## src/rtl/smb_cfg_target.sv

```systemverilog
module smb_cfg_target #(
  parameter logic [6:0] ADDR_LO   = 7'h68,
  parameter logic [6:0] ADDR_HI   = 7'h6A,
  parameter logic [3:0] REV_ID    = 4'h0,
  parameter logic [3:0] VENDOR_ID = 4'h1,
  parameter logic [7:0] DEVICE_ID = 8'h04
) (
  input  logic        clk,
  input  logic        rst_n,
  input  logic        scl_i,
  input  logic        sda_i,
  input  logic        addr_sel,
  output logic        sda_oe,
  output logic [63:0] regs_o
);
  localparam logic [63:0] DEFAULTS = {8'h08, DEVICE_ID, REV_ID, VENDOR_ID,
                                      8'hFF, 8'h5F, 8'hFF, 8'h06, 8'hFF};
  localparam logic [63:0] WMASK    = {8'h1F, 8'h00, 8'h00, 8'h00,
                                      8'hF0, 8'h0F, 8'h3B, 8'h0F};

  typedef enum logic [2:0] {S_IDLE, S_ADDR, S_INDEX, S_COUNT, S_WDATA, S_TX} st_t;

  logic [1:0]  scl_sy, sda_sy;
  logic        scl_d, sda_d;
  st_t         st;
  logic [3:0]  bit_cnt;
  logic        ack_ph;
  logic [7:0]  sh, tx_sh, rem;
  logic [2:0]  idx;
  logic [63:0] bank_q;

  wire scl_s    = scl_sy[1];
  wire sda_s    = sda_sy[1];
  wire start_c  = scl_s & scl_d & sda_d & ~sda_s;
  wire stop_c   = scl_s & scl_d & ~sda_d & sda_s;
  wire scl_rise = scl_s & ~scl_d;
  wire scl_fall = ~scl_s & scl_d;

  wire [6:0] my_addr = addr_sel ? ADDR_HI : ADDR_LO;
  wire [5:0] bsel    = {idx, 3'b000};
  wire [7:0] rd_byte = bank_q[bsel +: 8];
  wire [7:0] next_tx = (rem != 8'd0) ? rd_byte : 8'hFF;
  wire [7:0] cnt_reg = {3'b000, bank_q[60:56]};
  wire       wr_en   = (st == S_WDATA) && !ack_ph && scl_fall &&
                       (bit_cnt == 4'd8) && (rem != 8'd0);

  assign regs_o = bank_q;

  always_ff @(posedge clk or negedge rst_n) begin
    if (!rst_n) begin
      scl_sy <= 2'b11;
      sda_sy <= 2'b11;
      scl_d  <= 1'b1;
      sda_d  <= 1'b1;
    end else begin
      scl_sy <= {scl_sy[0], scl_i};
      sda_sy <= {sda_sy[0], sda_i};
      scl_d  <= scl_s;
      sda_d  <= sda_s;
    end
  end

  always_ff @(posedge clk or negedge rst_n) begin
    if (!rst_n) begin
      st      <= S_IDLE;
      bit_cnt <= 4'd0;
      ack_ph  <= 1'b0;
      sh      <= 8'd0;
      tx_sh   <= 8'd0;
      rem     <= 8'd0;
      idx     <= 3'd0;
      sda_oe  <= 1'b0;
      bank_q  <= DEFAULTS;
    end else if (start_c) begin
      st      <= S_ADDR;
      bit_cnt <= 4'd0;
      ack_ph  <= 1'b0;
      sda_oe  <= 1'b0;
    end else if (stop_c) begin
      st      <= S_IDLE;
      ack_ph  <= 1'b0;
      sda_oe  <= 1'b0;
    end else begin
      case (st)
        S_IDLE: ;
        S_TX: begin
          if (!ack_ph) begin
            if (scl_rise) bit_cnt <= bit_cnt + 4'd1;
            if (scl_fall) begin
              if (bit_cnt == 4'd8) begin
                sda_oe <= 1'b0;
                ack_ph <= 1'b1;
              end else begin
                tx_sh  <= {tx_sh[6:0], 1'b0};
                sda_oe <= ~tx_sh[6];
              end
            end
          end else begin
            if (scl_rise) begin
              if (sda_s) st <= S_IDLE;
              else begin
                tx_sh <= next_tx;
                idx   <= idx + 3'd1;
                if (rem != 8'd0) rem <= rem - 8'd1;
              end
            end
            if (scl_fall) begin
              ack_ph  <= 1'b0;
              bit_cnt <= 4'd0;
              sda_oe  <= ~tx_sh[7];
            end
          end
        end
        default: begin
          if (!ack_ph) begin
            if (scl_rise) begin
              sh      <= {sh[6:0], sda_s};
              bit_cnt <= bit_cnt + 4'd1;
            end
            if (scl_fall && bit_cnt == 4'd8) begin
              ack_ph <= 1'b1;
              sda_oe <= 1'b1;
              case (st)
                S_ADDR: begin
                  if (sh[7:1] != my_addr) begin
                    st     <= S_IDLE;
                    ack_ph <= 1'b0;
                    sda_oe <= 1'b0;
                  end else if (sh[0]) begin
                    tx_sh <= cnt_reg;
                    rem   <= cnt_reg;
                  end
                end
                S_INDEX: idx <= sh[2:0];
                S_COUNT: rem <= sh;
                default: begin
                  if (wr_en) begin
                    bank_q[bsel +: 8] <= (sh & WMASK[bsel +: 8]) |
                                         (DEFAULTS[bsel +: 8] & ~WMASK[bsel +: 8]);
                    idx <= idx + 3'd1;
                    rem <= rem - 8'd1;
                  end
                end
              endcase
            end
          end else if (scl_fall) begin
            ack_ph  <= 1'b0;
            bit_cnt <= 4'd0;
            sda_oe  <= 1'b0;
            case (st)
              S_ADDR: begin
                if (sh[0]) begin
                  st     <= S_TX;
                  sda_oe <= ~tx_sh[7];
                end else st <= S_INDEX;
              end
              S_INDEX: st <= S_COUNT;
              S_COUNT: st <= S_WDATA;
              default: ;
            endcase
          end
        end
      endcase
    end
  end

  assert_quiet_idle_R1: assert property (@(posedge clk) disable iff (!rst_n)
    (st == S_IDLE) |-> !sda_oe);
  assert_wrap_R5: assert property (@(posedge clk) disable iff (!rst_n)
    (wr_en && idx == 3'd7) |=> (idx == 3'd0));
  assert_fixed_bytes_R7: assert property (@(posedge clk) disable iff (!rst_n)
    wr_en |=> $stable(bank_q[55:32]));
  assert_count_down_R8: assert property (@(posedge clk) disable iff (!rst_n)
    wr_en |=> (rem == $past(rem) - 8'd1));
  assert_drive_scl_low_R9: assert property (@(posedge clk) disable iff (!rst_n)
    $rose(sda_oe) |-> !scl_s);
  assert_stop_release_R10: assert property (@(posedge clk) disable iff (!rst_n)
    stop_c |=> !sda_oe);
endmodule

```

## config.mk

```make
export PLATFORM = sky130hd
export DESIGN_NAME = smb_cfg_target
export DESIGN_NICKNAME = d
export VERILOG_FILES = /design/src/rtl/smb_cfg_target.sv
export SDC_FILE = /design/constraint.sdc
export NUM_CORES = 1
export LEC_CHECK = 0
export ABC_CLOCK_PERIOD_IN_PS = 6000
export BUFFER_PORTS_ARGS = -buffer_cell sky130_fd_sc_hd__buf_2
export CAP_MARGIN = 10
export CORE_MARGIN = 2
export CORE_UTILIZATION = 60
export CTS_CLUSTER_DIAMETER = 80
export DETAILED_ROUTE_END_ITERATION = 10
export PLACE_DENSITY = 0.82
export SYNTH_ARGS = -nofsm -noshare
export SYNTH_HDL_FRONTEND = slang
export SYNTH_SLANG_ARGS = --single-unit
```

## constraint.sdc

```tcl
create_clock -name clk -period 6 [get_ports clk]
set_clock_uncertainty 0.15 [all_clocks]
set_input_delay 1.8 -clock clk [delete_from_list [all_inputs] [get_ports clk]]
set_output_delay 1.8 -clock clk [all_outputs]
set_load 0.03 [all_outputs]
```

==> results.json <==
{
  "status": "finished clean",
  "grt_max_degree": 81,
  "use_met1": 0.3771,
  "setup_viol": 0,
  "fin_setup_tns_ps": 0,
  "rr_endpoint": "regs_o[6]",
  "p_sw_uw": 892.8,
  "required_ps": 6140,
  "netSwitchingFraction": 0.4099,
  "netlist_top_cells_count": "111 x nand2_1, 79 x o21ai_0, 65 x dfrtp_1, 41 x dfstp_2, 37 x nor2_1",
  "cts_buffers": 9,
  "start_util": 0.6183,
  "stdcell_count": 762,
  "wl_per_cell_um": 18.26,
  "drt_first_pass_iters": 5,
  "whs_path_depth": 0,
  "synth_top_cell_by_area": "dfrtp_1",
  "p_total_mw": 2.178,
  "ys.flop_type": "dfrtp_1",
  "ios": 70,
  "cts_setup_buffers": 0,
  "hold_buffers": 0,
  "busiest_layer": "met2",
  "p_seq_frac": 0.422,
  "vias": 4656,
  "critPathCaptureType": "flip-flop",
  "rsz0062_at_grt": "no",
  "worst_setup_path_start_kind": "flip-flop",
  "clock_tree.buffer_depth": 2,
  "synth_top_area_share": 0.2847,
  "globalRouteMet2Util": 0.4514,
  "place_congestion": 0.9343,
  "hp-class": "flip-flop to flip-flop",
  "worstSetupStartpoint": "idx[1]",
  "nNetsFinal": 643,
  "fmax_mhz": 288.4,
  "gr-usage-all-layers": 0.2865,
  "cellPowerDensity_nw_per_um2": 347.8,
  "cts_sinks": 106,
  "finalCritPeriodShare": 0.5779,
  "met3_usage": 0.07937,
  "rows": 35,
  "syn_area_per_cell_sq_um": 9.867,
  "design_area_sq_um": 6262,
  "overflow": 0,
  "dpl_cell_area_sq_um": 6075,
  "crit_path_max_incr_delay_ps": 1050,
  "grt_pass1_vias": 4592,
  "antenna_found_initial": 0,
  "crit_slowest_cell": "dfrtp_1",
  "r2r-start": "idx[1]",
  "yosysMostFrequentCell": "nand2_1",
  "holdWs_ps": 210.2,
  "dieArea_sq_um": 10320,
  "htree_levels": 3,
  "placedCellCount": 746,
  "cts_tree": "built",
  "syn_area_sq_um": 5713,
  "slew_viol_final": 0,
  "worst_pin_slew_ps": 1221,
  "criticalPathCategory": "flip-flop to flip-flop",
  "drv_cap": 0,
  "diodes": 0,
  "synth_edf_count": 0,
  "synthCells": 579,
  "ir_drop_uv": 184.1,
  "critPathMaxFanout": 24,
  "p_leak_nw": 2.721,
  "wl_um": 13920,
  "cts.repair.resized": 0,
  "grt_pass1_wl_um": 22860,
  "slew-limit-headroom": 0.1773,
  "die-width_um": 101.6,
  "power.share.clock": 0.196,
  "drt.antenna.violating_nets": 0,
  "synth_seq_area_share": 0.4733,
  "drive_gt1_frac": 0.2891,
  "post-dp-hpwl_um": 9915,
  "core_area_sq_um": 9240,
  "r2r_cells": 6,
  "pwr-share-comb": 0.382,
  "finalHoldViolations": 0,
  "synth_fp_nets": 594,
  "r2r_slack_ps": 2530,
  "clock_latency_ps": 380,
  "period_minus_slack_ps": 3467,
  "synthArstFlopShare": 1.000,
  "path_common_cell": "ha_1",
  "yosysUniqueCellTypes": 63,
  "ys.warnings.count": 0,
  "syn2layout_area_growth_pct": 9.615,
  "cell_internal_pwr_mw": 1.285,
  "worstHoldStart": "sda_sy[0]",
  "path_cells": "inv_1, ha_1, ha_1, nor4_1, nand4b_1, o21ai_0",
  "arrival_ps": 3610,
  "ys_top_cells_by_area": "dfrtp_1 28%, dfstp_2 19%, nand2_1 7.3%, o21ai_0 6.9%, mux4_2 6.3%",
  "fp.dieH_um": 101.6,
  "clkTransAtPathRegs_ps": 110,
  "place.port_buffers": 69,
  "fillers": 719,
  "worstHoldEndpoint": "sda_sy[1]",
  "first_iter_violations": 281,
  "ys_ff_latch": 106,
  "drc": 0,
  "vias_per_cell": 6.110,
  "root_buffer": "clkbuf_8"
}
[registers in the layout (all words and copies together) (netlist names), 3 cells and up]
register	cells
bit_cnt	4
sh	8
idx	3
regs_o	64
st	3
tx_sh	8
rem	8
[cell families (layout without fill, tap and decap cells)]
group,after synthesis,after routing,share of synthesized area
AO/OA/AOI/OAI,162,162,0.1772
XOR/XNOR,2,2,0.003067
adder cells (fa/ha/maj),10,10,0.02190
buffers and inverters,45,99,0.03701
flip-flops,106,106,0.4733
multiplexers,37,37,0.1036
AND/OR/NAND/NOR,217,217,0.1840
[stage by stage]
stage	util	setup WS, ps
floorplan	-	2760
global placement	0.6574	2487
detailed placement	0.6574	2369
CTS	0.6777	2572
global route	0.6777	2284
finish	0.6777	2533
[power by group through the flow]
| stage | clock, mW | combinational [mW] | sequential, mW |
|---|---|---|---|
| after CTS | 0.438 | 0.822 | 0.914 |
| after detailed placement | 0 | 0.820 | 0.926 |
| after global routing | 0.463 | 0.930 | 0.932 |
| final | 0.427 | 0.832 | 0.919 |
| after global placement | 0 | 0.791 | 0.921 |
| after floorplan | 0 | 0.675 | 0.878 |
[routing by layer]
| layer | up-vias | wire length, um |
|---|---|---|
| met4 | 0 | 401 |
| li1 | 2158 | - |
| met5 | - | 0 |
| met3 | 34 | 1107 |
| met1 | 2263 | 5748 |
| met2 | 201 | 6659 |
[cells in the final DEF (no fill, tap or decap), types with 9 or more instances in the layout]
master / count
a21oi_1: 17
a31oi_1: 10
buf_2: 68
clkbuf_8: 10
dfrtp_1: 65
dfstp_2: 41
ha_1: 10
inv_1: 11
mux2_2: 17
mux4_2: 16
nand2_1: 111
nand2b_1: 11
nand3_1: 14
nor2_1: 37
nor2b_1: 9
o21ai_0: 79
o21ai_1: 19
[worst max-delay path by stage]
stage / endpoint / slack (ps) / depth (start not counted)
4_1_cts: regs_o[6] / 2570 / 6
5_1_grt: regs_o[29] / 2280 / 7
2_1_floorplan: st[1] / 2760 / 5
3_5_place_dp: rem[4] / 2370 / 7
3_3_place_gp: rem[2] / 2490 / 7
6_report: regs_o[6] / 2530 / 6
[cell type report]
cell class	count	area, sq um	share of cell area
Multi-Input combinational cell	428	2798	0.4468
Inverter	11	41.29	0.006593
Sequential cell	106	2704	0.4318
Tap cell	129	161.4	0.02577
Clock buffer	11	141.4	0.02258
Clock inverter	5	46.29	0.007393
Timing Repair Buffer	72	370.4	0.05914
[critical path: cells and delay by family, from the launching register on]
family	cells	cell delay, ps
buffers and inverters	1	290
adder cells (fa/ha/maj)	2	650
AO/OA/AOI/OAI	1	400
AND/OR/NAND/NOR	2	840
flip-flops	1	1050
Power figures use the tool's default switching activity.
